### src/rtl/incr_decim_pkg.sv
// Shared types for the incremental decimation filter.
// Assumes nothing beyond IEEE 1800-2017 packed structs.
package incr_decim_pkg;

    // Per-cycle control issued by the sequencer to the accumulator chain.
    typedef struct packed {
        logic take;   // a code is consumed this cycle
        logic first;  // this code opens a conversion (accumulators restart)
        logic last;   // this code closes a conversion
    } seq_ctl_t;

endpackage

### src/rtl/incr_decim_seq.sv
// Conversion sequencer: counts samples and marks the first and last sample of
// each conversion. The ratio is latched in the first cycle; a value of 0 is
// treated as 1. Assumes start_i is a single-cycle pulse, though a held level
// simply restarts every cycle.
module incr_decim_seq #(
    parameter int OSR_W = 8
) (
    input  logic                        clk,
    input  logic                        rst_n,
    input  logic                        start_i,
    input  logic [OSR_W-1:0]            osr_i,
    output incr_decim_pkg::seq_ctl_t    ctl_o
);
    logic             active_q;
    logic [OSR_W-1:0] cnt_q;
    logic [OSR_W-1:0] osr_q;
    logic [OSR_W-1:0] osr_eff;
    logic [OSR_W-1:0] len;
    logic [OSR_W-1:0] cnt_nx;
    logic             take;
    logic             first;
    logic             last;

    // Decode this cycle's sample role from the count and the start pulse.
    always_comb begin
        osr_eff = (osr_i == '0) ? {{(OSR_W-1){1'b0}}, 1'b1} : osr_i;
        take    = start_i | active_q;
        first   = start_i | (cnt_q == '0);
        len     = first ? osr_eff : osr_q;
        cnt_nx  = first ? {{(OSR_W-1){1'b0}}, 1'b1} : cnt_q + 1'b1;
        last    = take & (cnt_nx == len);
        ctl_o   = '{take: take, first: first, last: last};
    end

    // Track the running sample count, the latched ratio and the active flag.
    always_ff @(posedge clk) begin
        if (!rst_n) begin
            active_q <= 1'b0;
            cnt_q    <= '0;
            osr_q    <= '0;
        end else begin
            if (start_i) begin
                active_q <= 1'b1;
            end
            if (take) begin
                cnt_q <= last ? '0 : cnt_nx;
                if (first) begin
                    osr_q <= osr_eff;
                end
            end
        end
    end
endmodule

### src/rtl/incr_decim_stage.sv
// One accumulator of the cascade. sum_o is the value after adding this
// cycle's input; on the opening sample of a conversion the old state is
// dropped, so the stage restarts from its input. Assumes din_i is already
// sign-extended to ACC_W.
module incr_decim_stage #(
    parameter int ACC_W = 16
) (
    input  logic                    clk,
    input  logic                    rst_n,
    input  logic                    take_i,
    input  logic                    first_i,
    input  logic signed [ACC_W-1:0] din_i,
    output logic signed [ACC_W-1:0] sum_o
);
    logic signed [ACC_W-1:0] acc_q;

    // Next accumulator value, restarting on the first sample.
    always_comb begin
        sum_o = din_i + (first_i ? '0 : acc_q);
    end

    // Store the running sum whenever a sample is consumed.
    always_ff @(posedge clk) begin
        if (!rst_n) begin
            acc_q <= '0;
        end else if (take_i) begin
            acc_q <= sum_o;
        end
    end
endmodule

### src/rtl/incr_decim.sv
// Resetting decimation filter for an incremental sigma-delta converter.
// A cascade of ORDER accumulators restarts at each conversion; after the
// latched number of samples the final stage's sum is registered on dout_o
// with a one-cycle valid_o. Assumes one two's-complement code per clock.
module incr_decim #(
    parameter int ORDER  = 2,
    parameter int CODE_W = 3,
    parameter int OSR_W  = 8,
    parameter int ACC_W  = CODE_W + ORDER * OSR_W
) (
    input  logic                    clk,
    input  logic                    rst_n,
    input  logic                    start_i,
    input  logic [OSR_W-1:0]        osr_i,
    input  logic signed [CODE_W-1:0] code_i,
    output logic signed [ACC_W-1:0] dout_o,
    output logic                    valid_o
);
    localparam int EXT_W = ACC_W - CODE_W;

    incr_decim_pkg::seq_ctl_t ctl;
    logic signed [ACC_W-1:0]  chain [ORDER+1];

    // Sample sequencing.
    incr_decim_seq #(.OSR_W(OSR_W)) u_seq (
        .clk     (clk),
        .rst_n   (rst_n),
        .start_i (start_i),
        .osr_i   (osr_i),
        .ctl_o   (ctl)
    );

    // Sign-extend the incoming code into the head of the chain.
    always_comb begin
        chain[0] = {{EXT_W{code_i[CODE_W-1]}}, code_i};
    end

    // One accumulator per order, each fed by the previous stage's new sum.
    for (genvar k = 0; k < ORDER; k++) begin : g_stage
        incr_decim_stage #(.ACC_W(ACC_W)) u_stage (
            .clk     (clk),
            .rst_n   (rst_n),
            .take_i  (ctl.take),
            .first_i (ctl.first),
            .din_i   (chain[k]),
            .sum_o   (chain[k+1])
        );
    end

    // Register the result and strobe once per completed conversion.
    always_ff @(posedge clk) begin
        if (!rst_n) begin
            dout_o  <= '0;
            valid_o <= 1'b0;
        end else begin
            valid_o <= ctl.last;
            if (ctl.last) begin
                dout_o <= chain[ORDER];
            end
        end
    end
endmodule

### config.mk
export PLATFORM = sky130hd
export DESIGN_NAME = incr_decim
export DESIGN_NICKNAME = d
export VERILOG_FILES = /design/src/rtl/incr_decim_pkg.sv /design/src/rtl/incr_decim_seq.sv /design/src/rtl/incr_decim_stage.sv /design/src/rtl/incr_decim.sv
export SDC_FILE = /design/constraint.sdc
export NUM_CORES = 1
export LEC_CHECK = 0
export CAP_MARGIN = 10
export CELL_PAD_IN_SITES_DETAIL_PLACEMENT = 0
export CELL_PAD_IN_SITES_GLOBAL_PLACEMENT = 1
export CORE_ASPECT_RATIO = 1.75
export CORE_MARGIN = 5
export CORE_UTILIZATION = 40
export CTS_CLUSTER_DIAMETER = 30
export DETAILED_ROUTE_END_ITERATION = 7
export PLACE_DENSITY_LB_ADDON = 0.05
export RECOVER_POWER = 100
export SLEW_MARGIN = 20
export SYNTH_ARGS = -nofsm -noshare
export SYNTH_HDL_FRONTEND = slang
export SYNTH_SLANG_ARGS = --single-unit
### constraint.sdc
create_clock -name clk -period 4.65 [get_ports clk]
set_input_delay 0.6975 -clock clk [delete_from_list [all_inputs] [get_ports clk]]
set_output_delay 0.6975 -clock clk [all_outputs]
set_load 0.05 [all_outputs]
Word-level counts from Yosys, hierarchy flattened
Index checks and enable logic that the tools add are counted.
{ "totals": {"out_inout_bits": 20, "elab_cells": 22, "register_bits": 75, "in_bits": 14} }
{ "classes": {"add_sub_neg": 3, "n_reduce_logical": 2, "eq_ne": 1, "bitwise_logic": 3, "n_mux": 6} }
{ "ops": {"columns": ["operator", "count"], "rows": [
  ["adder 19 bit", 2],
  ["2-to-1 mux 19 bit", 2],
  ["2-to-1 mux 8 bit", 4],
  ["zero test 8 bit", 2],
  ["adder 8 x 1 -> 8 bit (second input constant)", 1],
  ["equality test 8 bit", 1],
  ["OR 1 bit", 2],
  ["AND 1 bit", 1]
]} }

Depth between registers and ports, before layout
{ "logic_depth": {"ltp_word": 6, "ltp_mapped": 24, "ltp_nobuf": 23} }

Modules after synthesis
A second synthesis with hierarchy kept.
{ "hier_totals": {"cells_unflattened": 660, "hier_area_um2": 5602.9} }
{ "by_module_without_submodules": {"columns": ["module", "seq_area_each_um2", "area_each_um2", "cells_each", "instances"], "rows": [
  ["incr_decim_stage at g_stage[1].u_stage", 380.4, 2029.4, 258, 1],
  ["incr_decim_stage at g_stage[0].u_stage", 380.4, 1707.9, 203, 1],
  ["incr_decim_seq", 340.3, 1119.8, 136, 1],
  ["incr_decim", 400.4, 745.7, 63, 1]
]} }

Least setup slack after synthesis
OpenSTA, ideal clock, no wires.
{ "synth_timing": {"path_kind": "flip-flop to flip-flop", "startpoint": "register u_seq.cnt_q[0]", "endpoint": "register dout_o[18]", "arrival_time_ns": 4.691, "period_less_slack_ns": 4.794, "stages_incl_launch_ff": 25, "setup_ns": 0.103, "slack_ns": -0.144, "path_buffers": 1, "required_ns": 4.547, "cell_sequence": "dfxtp_1 inv_1 ha_1 nor4b_2 a21oi_2 clkbuf_1 and2_1 ha_1 fa_1 a211oi_1 nor2_1 o211ai_1 a21oi_1 o21ai_0 nor3b_1 nor2_1 ha_1 a21o_1 a21o_1 a21oi_1 o21ai_0 a211oi_1 xor2_1 nor3_1 a2111oi_2"} }
{ "synth_rtl": {"columns": ["item", "line_no", "text"], "rows": [
  ["from (decl)", "incr_decim_seq.sv:15", "logic [OSR_W-1:0] cnt_q;"],
  ["from (signal assigned)", "incr_decim_seq.sv:46", "cnt_q <= last ? '0 : cnt_nx;"],
  ["to (signal assigned)", "incr_decim.sv:58", "dout_o <= chain[ORDER];"],
  ["to (decl)", "incr_decim.sv:16", "output logic signed [ACC_W-1:0] dout_o,"]
]} }

==> results_dict.tcl <==
set metrics [dict create \
    antenna_found_initial 0 \
    globalplace.congestion 0.865 \
    cts_root_buffer "clkbuf_16" \
    clk_pin_slew_worst_paths_ns 0.06 \
    fin_crit_ns 4.54 \
    hold_end "g_stage[1].u_stage.acc_q[4]$_SDFFE_PN0P_" \
    dp_hpwl_um 10600 \
    viasPerCell 5.20 \
    dieArea_um2 14900 \
    rows 54 \
    power_mw 1.90 \
    grt_overflow 0 \
    final_nets 804 \
    r2r-start "u_seq.cnt_q[0]$_SDFFE_PN0P_" \
    syn2layout_area_growth_pct 40.0 \
    timing.fmax_mhz 220 \
    fp.dieW_um 94.4 \
    setup_viol 0 \
    async_flop_share_pct 0 \
    hold_class "reg2reg" \
    drv_cap 0 \
    synth-main-ff-cell "dfxtp_1" \
    io_buffers 33 \
    ys_ff_latch 75 \
    drc 0 \
    synth_edf_count 0 \
    synth-seq-area-share_pct 30.1 \
    path_cells "inv_2 > ha_4 > nor4b_4 > a21oi_4 > and2_4 > ha_4 > fa_2 > a211oi_2 > nor2_2 > o211ai_1 > buf_4 > buf_4 > a21o_1 > a21oi_2 > or3_4 > and2_4 > ha_4 > and3_4 > a211oi_4 > xor2_2 > nor3_2 > a2111oi_2" \
    tns_ns 0 \
    r2r_cells 22 \
    track_usage_pct 19.9 \
    drv_slew 0 \
    htree_levels 3 \
    insertion_delay_ns 0.34 \
    initial_utilization_pct 40.3 \
    slew_headroom_pct 43.4 \
    dr.pass1.iters 5 \
    die_height_um 158 \
    synth_area_per_cell_um2 8.06 \
    n_antenna_cell 0 \
    p_per_area_nw_per_um2 273 \
    syn-num-nets 672 \
    seqPwrFrac_pct 37.0 \
    io_pins 34 \
    status "completed" \
    arrival_ns 4.78 \
    core_area_um2 12400 \
    hold_viol_final 0 \
    grt_pass1_wl_um 23200 \
    r2r-end "dout_o[18]$_SDFFE_PN0P_" \
    ys_warn_count 0 \
    cts_tree "yes" \
    final_layout_size_suffix_gt1_share_pct 26.8 \
    syn_inst 618 \
    intPower_mw 1.34 \
    path_max_fanout 7 \
    end_kind "flop" \
    p_leak_nw 3.13 \
    period_share_pct 97.7 \
    rsz0062_at_grt "true" \
    power.switching_mw 0.561 \
    routed_wl_um 14400 \
    cts_buffer_depth 2 \
    slowest_delay_ns 0.35 \
    timing.critical_path.mode_cell "ha_4" \
    grt_max_degree 44 \
    final_core_util_pct 56.4 \
    r2r_slack_ns 0.11 \
    drtIter0Drc 182 \
    sw_frac_of_total_pct 29.4 \
    synth.distinct_cells 63 \
    critPathKind "reg2reg" \
    holdPathStages 2 \
    dr_total_vias 4796 \
    peakVddDrop_v 0.000201 \
    synth_area_um2 4980 \
    antenna_left 0 \
    start_kind "flop" \
    min_from "g_stage[1].u_stage.acc_q[4]$_SDFFE_PN0P_" \
    first_global_vias 4870 \
    placed_area_um2 6190 \
    holdWs_ns 0.448 \
    cts_buffers 9 \
    wire_per_inst_um 15.6 \
    clkSinkCount 75 \
    hold_buffers 0 \
    power.share.clock_pct 37.2 \
    comb_power_share_pct 25.7 \
    clock_skew_ns 0.0107 \
    fin_area_um2 6980 \
    fill_cells 1168 \
    worstMarginPinSlew_ns 0.846 \
    critPathRequiredTime_ns 4.88 \
    slowest_stage "fa_2" \
]
==> layout make-up <==
cell class              instances  area (um^2)  area share [%]
well taps                     168          210            3.01
clock buffers                  10          229            3.28
clock inverters                 6         71.3            1.02
inverters                      18         67.6           0.968
multi-input cells             498         3690            52.9
flip-flops and latches         75         1500            21.5
repair buffers                148         1200            17.3
==> cell usage after synthesis (all sizes together), types with 3 or more instances <==
| master | number | area (um^2) |
|---|---|---|
| dfxtp | 75 | 1500 |
| nand2 | 71 | 267 |
| nor2 | 51 | 191 |
| a21oi | 50 | 254 |
| and2 | 42 | 264 |
| ha | 38 | 475 |
| o21ai | 28 | 140 |
| xnor2 | 27 | 236 |
| nand3 | 21 | 110 |
| clkbuf | 19 | 71.3 |
| mux2i | 19 | 190 |
| inv | 17 | 63.8 |
| nor3 | 15 | 80.1 |
| a21o | 14 | 105 |
| xor2 | 13 | 114 |
| o21a | 11 | 82.6 |
| o211ai | 9 | 67.6 |
| a31oi | 8 | 50.1 |
| buf | 8 | 43.8 |
| nand4 | 8 | 50.1 |
| or2 | 6 | 40.0 |
| a211oi | 5 | 37.5 |
| a32o | 5 | 50.1 |
| and3 | 5 | 31.3 |
| o21bai | 5 | 37.5 |
| a21boi | 4 | 30.0 |
| nor2b | 4 | 25.0 |
| nor3b | 4 | 30.0 |
| o31ai | 4 | 30.0 |
| or3 | 4 | 25.0 |
| nand2b | 3 | 18.8 |
==> stage by stage <==
step	instances	setup WS, ns
3_5_place_dp	893	-0.669
2_1_floorplan	618	0.0104
3_3_place_gp	893	-0.603
5_1_grt	923	-0.143
4_1_cts	917	0.0200
6_report	923	0.107
==> power by group through the flow <==
stage / logic, mW / clock network (mW) / registers [mW]
global placement: 0.417 / 0 / 0.719
CTS: 0.446 / 0.729 / 0.706
finish: 0.490 / 0.709 / 0.706
detailed placement: 0.423 / 0 / 0.720
global route: 0.541 / 0.759 / 0.710
floorplan: 0.255 / 0 / 0.715
==> registers in the layout (all words and copies together) (netlist names) <==
name / flops
g_stage.u_stage.acc_q: 38
dout_o: 19
u_seq.cnt_q: 8
u_seq.osr_q: 8
u_seq.active_q: 1
valid_o: 1
==> worst max-delay path: cells and delay by family, from the launching register on <==
| family | cells | cell delay [ns] |
|---|---|---|
| adder cells (fa/ha/maj) | 4 | 0.86 |
| flip-flops | 1 | 0.32 |
| AO/OA/AOI/OAI | 7 | 1.38 |
| buffers and inverters | 3 | 0.32 |
| XOR/XNOR | 1 | 0.22 |
| AND/OR/NAND/NOR | 7 | 1.31 |
==> worst max-delay path by stage <==
stage                                startpoint                      end  slack (ns)  depth (start not counted)
detailed placement                      start_i  dout_o[18]$_SDFFE_PN0P_       -0.67                         21
global route        u_seq.cnt_q[0]$_SDFFE_PN0P_  dout_o[15]$_SDFFE_PN0P_       -0.14                         24
global placement                        start_i  dout_o[18]$_SDFFE_PN0P_       -0.60                         19
floorplan           u_seq.cnt_q[0]$_SDFFE_PN0P_  dout_o[18]$_SDFFE_PN0P_        0.01                         23
finish              u_seq.cnt_q[0]$_SDFFE_PN0P_  dout_o[18]$_SDFFE_PN0P_        0.11                         22
CTS                 u_seq.cnt_q[0]$_SDFFE_PN0P_  dout_o[18]$_SDFFE_PN0P_        0.02                         22
==> cell usage in the layout, fill, tap and decap left out, types with 11 or more instances in the layout <==
cell,instances
a21o_1,14
a21oi_1,41
and2_1,36
buf_4,112
clkdlybuf4s50_1,12
dfxtp_1,74
dlygate4sd3_1,20
ha_1,28
inv_1,15
mux2i_1,19
nand2_1,69
nand3_1,20
nor2_1,46
nor3_1,13
o21a_1,11
o21ai_0,16
xnor2_1,22
==> repair_timing <==
item	4_1_cts	5_1_grt
endpoints found under the setup margin	18	17
pin swaps	24	48
buffers inserted	9	6
resized for setup	29	52
==> routing by layer <==
| metal | global-route usage (%) | routed length, um | share of wire (%) |
|---|---|---|---|
| met1 | 21.7 | 5750 | 40 |
| met2 | 38.1 | 8010 | 56 |
| met3 | 3.14 | 340 | 2.4 |
| met4 | 6.47 | 287 | 2.0 |
| met5 | 0 | 0 | 0 |
==> cell families after synthesis <==
family	Yosys count	synth area share, %
simple gates	244	24.5
compound gates	155	20.6
flops	75	30.1
buf+inv	45	3.67
xor+xnor	40	7.03
fa+ha+maj	40	10.3
mux	19	3.82
No activity file was read; power rests on OpenSTA's default activity.
